**src/rtl/capt_pkg.sv**
```systemverilog
`timescale 1ns/1ps
package capt_pkg;

    typedef enum logic [1:0] {
        EDGE_NONE = 2'b00,
        EDGE_RISE = 2'b01,
        EDGE_FALL = 2'b10,
        EDGE_BOTH = 2'b11
    } edge_mode_e;

    // Width in cycles for a filter code; codes above log_max saturate.
    function automatic int unsigned filt_width(input logic [2:0] sel,
                                               input int unsigned log_max);
        int unsigned s;
        s = int'(sel);
        if (s >= log_max) return 32'd1 << log_max;
        return 32'd1 << s;
    endfunction

endpackage

```
**src/rtl/capt_sync.sv**
```systemverilog
`timescale 1ns/1ps
module capt_sync #(
    parameter int unsigned STAGES = 2
) (
    input  logic clk,
    input  logic rst_n,
    input  logic async_i,
    output logic sync_o
);
    logic [STAGES-1:0] chain_d, chain_q;

    generate
        if (STAGES == 1) begin : g_single
            always_comb chain_d = async_i;
        end else begin : g_multi
            always_comb chain_d = {chain_q[STAGES-2:0], async_i};
        end
    endgenerate

    always_ff @(posedge clk or negedge rst_n) begin
        if (!rst_n) chain_q <= '0;
        else        chain_q <= chain_d;
    end

    assign sync_o = chain_q[STAGES-1];
endmodule

```
**src/rtl/capt_glitch_filter.sv**
```systemverilog
`timescale 1ns/1ps
module capt_glitch_filter
    import capt_pkg::*;
#(
    parameter int unsigned LOG_MAX = 4,
    localparam int unsigned CNT_W  = LOG_MAX + 1
) (
    input  logic       clk,
    input  logic       rst_n,
    input  logic       sync_i,
    input  logic [2:0] sel_i,
    output logic       lvl_o,
    output logic       upd_o,
    output logic       lvl_next_o
);
    typedef struct packed {
        logic             lvl;
        logic [CNT_W-1:0] cnt;
    } filt_st_t;

    filt_st_t st_d, st_q;
    logic [CNT_W-1:0] limit;

    always_comb begin
        limit = CNT_W'(filt_width(sel_i, LOG_MAX) - 1);
        st_d  = st_q;
        upd_o = 1'b0;
        if (sync_i != st_q.lvl) begin
            if (st_q.cnt >= limit) begin
                st_d.lvl = sync_i;
                st_d.cnt = '0;
                upd_o    = 1'b1;
            end else begin
                st_d.cnt = st_q.cnt + 1'b1;
            end
        end else begin
            st_d.cnt = '0;
        end
    end

    always_ff @(posedge clk or negedge rst_n) begin
        if (!rst_n) st_q <= '0;
        else        st_q <= st_d;
    end

    assign lvl_o      = st_q.lvl;
    assign lvl_next_o = st_d.lvl;
endmodule

```
**src/rtl/capt_event_reg.sv**
```systemverilog
`timescale 1ns/1ps
module capt_event_reg
    import capt_pkg::*;
#(
    parameter int unsigned TB_W = 16
) (
    input  logic            clk,
    input  logic            rst_n,
    input  logic            upd_i,
    input  logic            lvl_next_i,
    input  logic [1:0]      edge_sel_i,
    input  logic [TB_W-1:0] tbase_i,
    input  logic            clr_i,
    output logic [TB_W-1:0] val_o,
    output logic            flag_o
);
    typedef struct packed {
        logic [TB_W-1:0] val;
        logic            flag;
    } evt_st_t;

    evt_st_t    st_d, st_q;
    edge_mode_e mode;
    logic       hit;

    always_comb begin
        mode = edge_mode_e'(edge_sel_i);
        hit  = upd_i && ((lvl_next_i  && (mode == EDGE_RISE || mode == EDGE_BOTH)) ||
                         (!lvl_next_i && (mode == EDGE_FALL || mode == EDGE_BOTH)));
        st_d = st_q;
        if (hit) begin
            st_d.val  = tbase_i;
            st_d.flag = 1'b1;
        end else if (clr_i) begin
            st_d.flag = 1'b0;
        end
    end

    always_ff @(posedge clk or negedge rst_n) begin
        if (!rst_n) st_q <= '0;
        else        st_q <= st_d;
    end

    assign val_o  = st_q.val;
    assign flag_o = st_q.flag;
endmodule

```
**src/rtl/pulse_capture_unit.sv**
```systemverilog
`timescale 1ns/1ps
module pulse_capture_unit #(
    parameter int unsigned TB_W        = 16,
    parameter int unsigned FILT_LOGMAX = 4,
    parameter int unsigned SYNC_STAGES = 2
) (
    input  logic            clk,
    input  logic            rst_n,
    input  logic            pin_i,
    input  logic [TB_W-1:0] tbase_i,
    input  logic [2:0]      filt_sel_i,
    input  logic [1:0]      edge_sel_i,
    input  logic            flag_clr_i,
    output logic [TB_W-1:0] cap_val_o,
    output logic            cap_flag_o,
    output logic            filt_o
);
    logic pin_sync, lvl_upd, lvl_next;

    capt_sync #(.STAGES(SYNC_STAGES)) u_sync (
        .clk(clk), .rst_n(rst_n), .async_i(pin_i), .sync_o(pin_sync)
    );

    capt_glitch_filter #(.LOG_MAX(FILT_LOGMAX)) u_filt (
        .clk(clk), .rst_n(rst_n), .sync_i(pin_sync), .sel_i(filt_sel_i),
        .lvl_o(filt_o), .upd_o(lvl_upd), .lvl_next_o(lvl_next)
    );

    capt_event_reg #(.TB_W(TB_W)) u_evt (
        .clk(clk), .rst_n(rst_n), .upd_i(lvl_upd), .lvl_next_i(lvl_next),
        .edge_sel_i(edge_sel_i), .tbase_i(tbase_i), .clr_i(flag_clr_i),
        .val_o(cap_val_o), .flag_o(cap_flag_o)
    );
endmodule

```
**config.mk**
```make
export PLATFORM = sky130hd
export DESIGN_NAME = pulse_capture_unit
export DESIGN_NICKNAME = d
export VERILOG_FILES = /design/src/rtl/capt_pkg.sv /design/src/rtl/capt_sync.sv /design/src/rtl/capt_glitch_filter.sv /design/src/rtl/capt_event_reg.sv /design/src/rtl/pulse_capture_unit.sv
export SDC_FILE = /design/constraint.sdc
export NUM_CORES = 1
export LEC_CHECK = 0
export ABC_CLOCK_PERIOD_IN_PS = 2100
export BUFFER_PORTS_ARGS = -buffer_cell sky130_fd_sc_hd__buf_2
export CAP_MARGIN = 5
export CORE_MARGIN = 1
export CORE_UTILIZATION = 47
export DETAILED_ROUTE_END_ITERATION = 6
export HOLD_SLACK_MARGIN = 0.05
export MAX_ROUTING_LAYER = met4
export PLACE_DENSITY_LB_ADDON = 0.08
export SLEW_MARGIN = 20
export SYNTH_ARGS = -nofsm -noshare
export SYNTH_HDL_FRONTEND = slang
export SYNTH_SLANG_ARGS = --single-unit
```
**constraint.sdc**
```tcl
create_clock -name clk -period 2.1 [get_ports clk]
set_input_delay 0.525 -clock clk [delete_from_list [all_inputs] [get_ports clk]]
set_output_delay 0.525 -clock clk [all_outputs]
set_load 0.005 [all_outputs]
```
==> results of run 1 <==
==> state kept, by name, indices dropped and copies added (netlist names) <==
signal,count
u_filt.lvl_o,1
u_sync.chain_q,2
u_evt.val_o,16
u_evt.flag_o,1
u_filt.st_q,5
==> power by group through the flow <==
stage / Sequential, mW / Combinational (mW) / Clock (mW)
after floorplan: 0.748 / 0.280 / 0
after CTS: 0.734 / 0.530 / 0.222
after global routing: 0.757 / 0.631 / 0.245
after global placement: 0.739 / 0.516 / 0
final: 0.731 / 0.575 / 0.216
after detailed placement: 0.740 / 0.529 / 0
==> metal layers <==
layer | vias to the layer above | routed length [um]
met5 | - | 0
met4 | 0 | 17
met3 | 2 | 73
met2 | 20 | 962
met1 | 379 | 899
li1 | 385 | -
==> synthesized netlist by cell type (2+ instances only) <==
| cell | count | area share [%] |
|---|---|---|
| mux2_2 | 8 | 7.9 |
| o21ai_0 | 2 | 0.88 |
| dfrtp_1 | 25 | 55 |
| a21o_1 | 2 | 1.3 |
| inv_1 | 4 | 1.3 |
| nand3_1 | 2 | 0.88 |
| ha_1 | 6 | 6.6 |
| a21oi_1 | 2 | 0.88 |
| mux2_4 | 9 | 12 |
| xor2_1 | 3 | 2.3 |
| nor2_1 | 6 | 2.0 |
| nand2b_1 | 2 | 1.1 |
==> cell families after synthesis <==
family	Yosys count	share of synthesized area (%)
buffers and inverters	6	4.08
and+or+nand+nor	12	4.86
DFF	25	55.2
other	1	0.331
AOI/OAI and AO/OA	10	5.96
xor gates and xnor gates	4	3.09
adders and majority gates	6	6.62
muxes	17	19.9
==> final cells by class <==
| cell class | count | area (um^2) |
|---|---|---|
| sequential | 25 | 626 |
| timing repair buffer | 51 | 308 |
| fill | 178 | 728 |
| multi-input combinational | 50 | 492 |
| tap | 28 | 35.0 |
| clock inverter | 1 | 7.51 |
| clock buffer | 3 | 22.5 |
| inverter | 4 | 15.0 |
==> path summary, 6_finish.rpt <==
| check | from | to | slack [ns] | cells past startpoint |
|---|---|---|---|---|
| worst max-delay path | filt_sel_i[2] | u_evt.val_o[4] | 0.07 | 8 |
| worst min-delay path | rst_n | u_filt.st_q[3] | 0.17 | 1 |
| worst max register to register | u_filt.st_q[4] | u_evt.val_o[14] | 0.14 | 6 |
| worst min register to register | u_sync.chain_q[0] | u_sync.chain_q[1] | 0.37 | 0 |
| max in group asynchronous | rst_n | u_evt.val_o[14] | 1.57 | 1 |
| min in group clk | pin_i | u_sync.chain_q[0] | 0.31 | 1 |
==> flow_summary.json, run 1 <==
{
  "fin_hold_ws_ns": 0.169,
  "ys_seq_area_share_pct": 55.2,
  "pwr-share-comb_pct": 37.8,
  "finalPower_mw": 1.52,
  "fin_skew_ns": 0.00973,
  "grt_pass1_wl_mm": 3.11,
  "root_buffer": "clkbuf_4",
  "drive_gt1_share_pct": 56.7,
  "crit_type": "input pin to register",
  "final_cell_mix": "buf_2, dfrtp_1, mux2_4, mux2_2, buf_4",
  "leakagePower_nw": 0.846,
  "cts_hold_buf": 0,
  "crit_fanout": 8,
  "gr-usage-met3_pct": 1.79,
  "firstDrtPassIters": 2,
  "relSlewSlack_pct": 64.5,
  "setup_tns_ns": 0,
  "p_clk_share_pct": 14.2,
  "slowest_delay_ns": 0.37,
  "grt_pass1_vias": 711,
  "swShare_pct": 29.8,
  "clock.fmax_mhz": 492,
  "ys.flop_type": "dfrtp_1",
  "maxCapViolations": 0,
  "critPathLaunchType": "input pin",
  "path_cells": "buf_2 > or3_1 > ha_1 > nand2b_4 > a31oi_4 > a21o_4 > buf_12 > mux2_2",
  "async_flop_share_pct": 100,
  "wl_mm": 1.95,
  "cts_setup_buffers": 0,
  "rsz0062_at_grt": "no",
  "yosys_warnings": 0,
  "syn-num-nets": 112,
  "grt-ovfl-total": 0,
  "io_pins": 43,
  "peakVddDrop_mv": 0.633,
  "grt_usage_pct": 16.8,
  "die_y_um": 51.1,
  "hold_class": "input pin to asynchronous set/reset pin",
  "start_util_pct": 50.8,
  "switchingPower_uw": 453,
  "cts.sinks": 25,
  "instances_no_fill": 162,
  "seqPwrFrac_pct": 48.0,
  "cts_made_buffers": 3,
  "status": "finished clean",
  "layout_commonest_cell": "buf_2",
  "clkTransAtPathRegs_ns": 0.14,
  "required_ns": 2.32,
  "grt_max_degree": 26,
  "period_share_pct": 96.7,
  "place_hpwl_mm": 1.45,
  "cts_tree": "built",
  "fp-row-count": 17,
  "cp.arrival_ns": 2.25,
  "synth_cell_types": 22,
  "cp-end-kind": "register",
  "preCtsSetupSlack_ns": -0.336,
  "fp.dieW_um": 51.1,
  "hold_viol": 0,
  "vias_per_cell": 4.85,
  "path_delay_family": "simple AND/OR/NAND/NOR gates",
  "cts_resized": 0,
  "use_met1_pct": 23.3,
  "synth_edf_count": 0,
  "use_met2_pct": 24.6,
  "worstMarginPinSlew_ns": 0.533,
  "core_area_um2": 2230,
  "antenna_found_initial": 0,
  "final_core_util_pct": 67.4,
  "clk_latency_ns": 0.31,
  "die_area_um2": 2610,
  "routedWlPerCell_um": 12.1,
  "io_buffers": 42,
  "first_iter_violations": 8,
  "num_vias": 786,
  "htree_levels": 1,
  "avgSynthCellArea_um2": 14.0,
  "ant_nets": 0,
  "min_period_ns": 2.03,
  "fin_nets": 166,
  "finalSetupViolations": 0,
  "top_usage_layer": "met2",
  "place_area_um2": 1420,
  "syn_to_final_growth_pct": 32.8,
  "layout_setup_ws_ns": 0.0695,
  "synth.ff_latch_count": 25,
  "syn_area_um2": 1130,
  "routabilityCongestion": 0.798,
  "final_cell_area_um2": 1510,
  "cp.buffers_inverters": 2,
  "synthCells": 81,
  "maxSlewViolCount": 0,
  "internal_power_mw": 1.07,
  "dp.cells": 157,
  "cts_max_path_buffers": 2,
  "antenna_cells": 0,
  "slowest_stage": "or3_1",
  "drc_errors": 0,
  "powerDensity_nw_per_um2": 1010
}
Note: power is estimated with default switching activity, not from simulation.
==> inputs of run 2 (changes only) <==
Settings changed: BUFFER_PORTS_ARGS -buffer_cell sky130_fd_sc_hd__buf_2 to -buffer_cell sky130_fd_sc_hd__clkbuf_2, CTS_CLUSTER_DIAMETER set to 60.
==> run 2 against run 1 <==
Utilization unchanged. Maximum frequency increased by 1.9%. Register-to-register slack improved by 0.03 ns. Die area unchanged. Highest routed layer unchanged. Flip-flop and latch count unchanged.
==> flow_summary.json, run 2 (synthesis gave the netlist of run 1 again) <==
{
  "status": "finished clean",
  "cts_hold_buf": 0,
  "required_ns": 2.32,
  "peakVddDrop_mv": 0.645,
  "cts_made_buffers": 3,
  "antenna_found_initial": 0,
  "final_core_util_pct": 67.4,
  "drive_gt1_share_pct": 56.7,
  "instances_no_fill": 162,
  "relSlewSlack_pct": 61.1,
  "io_pins": 43,
  "largest_reg_flops": 16,
  "cts_max_path_buffers": 2,
  "htree_levels": 1,
  "grt_usage_pct": 16.5,
  "clkTransAtPathRegs_ns": 0.14,
  "critPathLaunchType": "input pin",
  "rsz0062_at_grt": "no",
  "finalSetupViolations": 0,
  "cts_tree": "built",
  "firstDrtPassIters": 2,
  "cp-end-kind": "register",
  "dp.cells": 157,
  "vias_per_cell": 4.85,
  "leakagePower_nw": 0.842,
  "ant_nets": 0,
  "routedWlPerCell_um": 12.3,
  "hold_viol": 0,
  "wl_mm": 1.99,
  "die_y_um": 51.1,
  "cts.sinks": 25,
  "hold_class": "input pin to asynchronous set/reset pin",
  "fp.dieW_um": 51.1,
  "die_area_um2": 2610,
  "fp-row-count": 17,
  "r2r_start": "u_filt.st_q[4]",
  "min_period_ns": 1.99,
  "routabilityCongestion": 0.793,
  "grt_pass1_wl_mm": 3.09,
  "worstMarginPinSlew_ns": 0.584,
  "crit_path_start": "filt_sel_i[2]",
  "syn_to_final_growth_pct": 32.8,
  "layout_commonest_cell": "clkbuf_2",
  "layout_setup_ws_ns": 0.108,
  "crit_fanout": 8,
  "start_util_pct": 50.8,
  "grt-ovfl-total": 0,
  "place_hpwl_mm": 1.49,
  "fin_skew_ns": 0.00262,
  "powerDensity_nw_per_um2": 1020,
  "first_iter_violations": 5,
  "fin_nets": 166,
  "clk_latency_ns": 0.31,
  "grt_pass1_vias": 743,
  "final_cell_mix": "clkbuf_2, dfrtp_1, mux2_4, mux2_2, buf_4",
  "clock.fmax_mhz": 502,
  "io_buffers": 42,
  "period_share_pct": 94.8,
  "grt_max_degree": 26,
  "antenna_cells": 0,
  "maxCapViolations": 0,
  "cp.arrival_ns": 2.21,
  "root_buffer": "clkbuf_4",
  "maxSlewViolCount": 0,
  "num_vias": 786,
  "preCtsSetupSlack_ns": -0.319,
  "core_area_um2": 2230,
  "finalPower_mw": 1.53,
  "drc_errors": 0,
  "crit_type": "input pin to register"
}
-- run 2: power by group --
| group | internal, mW | total, mW | leakage, nW | switching, mW |
|---|---|---|---|---|
| Combinational | 0.359 | 0.577 | 0.501 | 0.218 |
| Sequential | 0.637 | 0.739 | 0.327 | 0.102 |
| Clock | 0.0726 | 0.218 | 0.0139 | 0.146 |
-- run 2: per-layer routing --
| layer | track usage (%) | wire length [um] | vias to the layer above |
|---|---|---|---|
| met2 | 26.3 | 1020 | 20 |
| li1 | - | - | 386 |
| met5 | - | 0 | - |
| met4 | 6.94 | 12 | 0 |
| met1 | 21.5 | 878 | 378 |
| met3 | 1.79 | 76 | 2 |
-- run 2: final cells by class --
type | count | area, um^2
multi-input combinational | 50 | 492
clock inverter | 1 | 7.51
timing repair buffer | 51 | 308
sequential | 25 | 626
inverter | 4 | 15.0
clock buffer | 3 | 22.5
tap | 28 | 35.0
fill | 181 | 728
-- run 2: path summary, 6_finish.rpt --
check / end / slack, ns / depth (start not counted)
hold / removal: u_evt.val_o[11] / 0.18 / 1
hold reg to reg: u_sync.chain_q[1] / 0.37 / 0
min in group clk: u_sync.chain_q[0] / 0.30 / 1
setup reg to reg: u_evt.val_o[10] / 0.17 / 6
setup / recovery: u_evt.val_o[3] / 0.11 / 8
max in group asynchronous: u_evt.val_o[10] / 1.54 / 1
-- run 2: worst max-delay path, stage by stage --
cell and delay [ns]:
clkbuf_2 0.09, or3_1 0.37, ha_1 0.28, nand2b_4 0.15
a31oi_4 0.17, a21o_4 0.18, buf_12 0.13, mux2_2 0.33
-- run 2: metrics by stage --
stage / hold WS (ns) / instance area (um^2) / TNS (ns)
6_report: 0.179 / 1510 / 0
5_1_grt: 0.226 / 1510 / 0
4_1_cts: 0.201 / 1450 / 0
3_5_place_dp: 0.343 / 1420 / -5.08
3_3_place_gp: 0.337 / 1420 / -3.97
2_1_floorplan: 0.229 / 1130 / -2.15
-- run 2: timing repair --
item / CTS / global route
buffers inserted: 0 / 0
setup endpoints to repair: 0 / 10
resized for setup: 0 / 4
==> inputs of run 3 (changes only) <==
Settings changed: REMOVE_ABC_BUFFERS set to 1.
==> run 3 against run 2 <==
Sequential share of layout area grew 1.7 points. Worst hold slack improved by 0.023 ns. Die area did not move. Cell count stayed put. Clock-buffer cell count grew 1. Register-to-register slack barely moved. Via count fell by 0.64%. Utilization down 2.6 points. Setup slack worse by 0.090 ns. Maximum frequency is 4.3% lower.
==> flow_summary.json, run 3 (synthesis gave the netlist of run 1 again) <==
{
  "place_area_um2": 1420,
  "path_delay_family": "simple AND/OR/NAND/NOR gates",
  "fp-row-count": 17,
  "drive_gt1_share_pct": 54.5,
  "peakVddDrop_mv": 0.663,
  "grt-ovfl-total": 0,
  "vias_per_cell": 4.82,
  "clock.fmax_mhz": 480,
  "syn_to_final_growth_pct": 27.7,
  "nFillCells": 202,
  "layout_commonest_cell": "clkbuf_2",
  "fin_skew_ns": 0.00629,
  "grt_usage_pct": 17.5,
  "finalSetupViolations": 0,
  "min_period_ns": 2.08,
  "cts_tree": "built",
  "final_cell_area_um2": 1450,
  "cp-end-kind": "register",
  "clkTransAtPathRegs_ns": 0.13,
  "status": "finished clean",
  "relSlewSlack_pct": 58.4,
  "fp.dieW_um": 51.1,
  "cp.buffers_inverters": 2,
  "wl_mm": 2.03,
  "antenna_cells": 0,
  "fin_nets": 166,
  "place_hpwl_mm": 1.59,
  "io_pins": 43,
  "cts_made_buffers": 3,
  "rsz0062_at_grt": "yes",
  "ant_nets": 0,
  "grt_pass1_wl_mm": 3.23,
  "fin_hold_ws_ns": 0.202,
  "critPathLaunchType": "input pin",
  "cts.sinks": 25,
  "maxSlewViolCount": 0,
  "start_util_pct": 50.8,
  "num_vias": 781,
  "hold_class": "input pin to asynchronous set/reset pin",
  "clk_latency_ns": 0.31,
  "finalPower_mw": 1.49,
  "die_y_um": 51.1,
  "core_area_um2": 2230,
  "io_buffers": 42,
  "crit_path_start": "filt_sel_i[2]",
  "first_iter_violations": 4,
  "worst_r2r_path_depth": 6,
  "leakagePower_nw": 0.820,
  "required_ns": 2.31,
  "routedWlPerCell_um": 12.5,
  "maxCapViolations": 0,
  "powerDensity_nw_per_um2": 1030,
  "slowest_stage": "or3_1",
  "r2r_start": "u_filt.st_q[4]",
  "slowest_delay_ns": 0.37,
  "final_cell_mix": "clkbuf_2, dfrtp_1, mux2_4, buf_4, mux2_2",
  "root_buffer": "clkbuf_4",
  "grt_pass1_vias": 763,
  "antenna_found_initial": 0,
  "multi_input_comb_area_um2": 468,
  "firstDrtPassIters": 4,
  "worst-path-stages": 8,
  "largest_reg_flops": 16,
  "cp.arrival_ns": 2.29,
  "worstMarginPinSlew_ns": 0.623,
  "routabilityCongestion": 0.803,
  "htree_levels": 1,
  "setup_tns_ns": 0,
  "path_cells": "clkbuf_2 > or3_1 > ha_1 > nand2b_1 > a31oi_2 > a21o_1 > buf_4 > mux2_4",
  "drc_errors": 0,
  "die_area_um2": 2610,
  "period_share_pct": 99.1,
  "regArea_um2": 626,
  "hold_viol": 0,
  "cts_max_path_buffers": 2,
  "crit_type": "input pin to register",
  "grt_max_degree": 26,
  "crit_fanout": 9
}
[run 3: power by group]
group	leakage (nW)	internal [mW]	switching (mW)	total, mW
registers	0.327	0.637	0.102	0.739
clock network	0.0150	0.0741	0.134	0.208
logic	0.478	0.343	0.203	0.546
total	0.820	1.05	0.439	1.49
[run 3: final timing paths]
path	to	slack (ns)
worst max register to register	u_evt.val_o[6]	0.18
max in group asynchronous	u_sync.chain_q[0]	1.49
worst max-delay path	u_evt.val_o[6]	0.02
worst min register to register	u_sync.chain_q[1]	0.37
min in group clk	u_sync.chain_q[0]	0.31
worst min-delay path	u_evt.val_o[12]	0.20
[run 3: layout make-up]
class                           instances  area share (%)
Inverter                                4            1.04
Sequential cell                        25            43.2
Tap cell                               28            2.42
Clock buffer                            4            1.82
Multi-Input combinational cell         50            32.3
Timing Repair Buffer                   51            19.2
[run 3: metrics by stage]
stage | instances | utilization (%) | worst slack, ns
after floorplan | 79 | - | -0.459
after global placement | 158 | 63.4 | -0.288
after detailed placement | 158 | 63.4 | -0.330
after CTS | 162 | 64.5 | 0.0134
after global routing | 162 | 64.8 | -0.0160
final | 162 | 64.8 | 0.0182
[run 3: what timing repair did]
| item | CTS | global route |
|---|---|---|
| gates resized for setup | 0 | 1 |
| endpoints found under the setup margin | 0 | 15 |
| buffers inserted | 0 | 0 |
| hold buffers | 0 | 0 |
[run 3: metal layers]
metal	part of all wire, %	track usage, %
met3	4.9	3.87
met1	43	21.2
met5	0	-
met2	51	28.5
met4	0.69	6.94
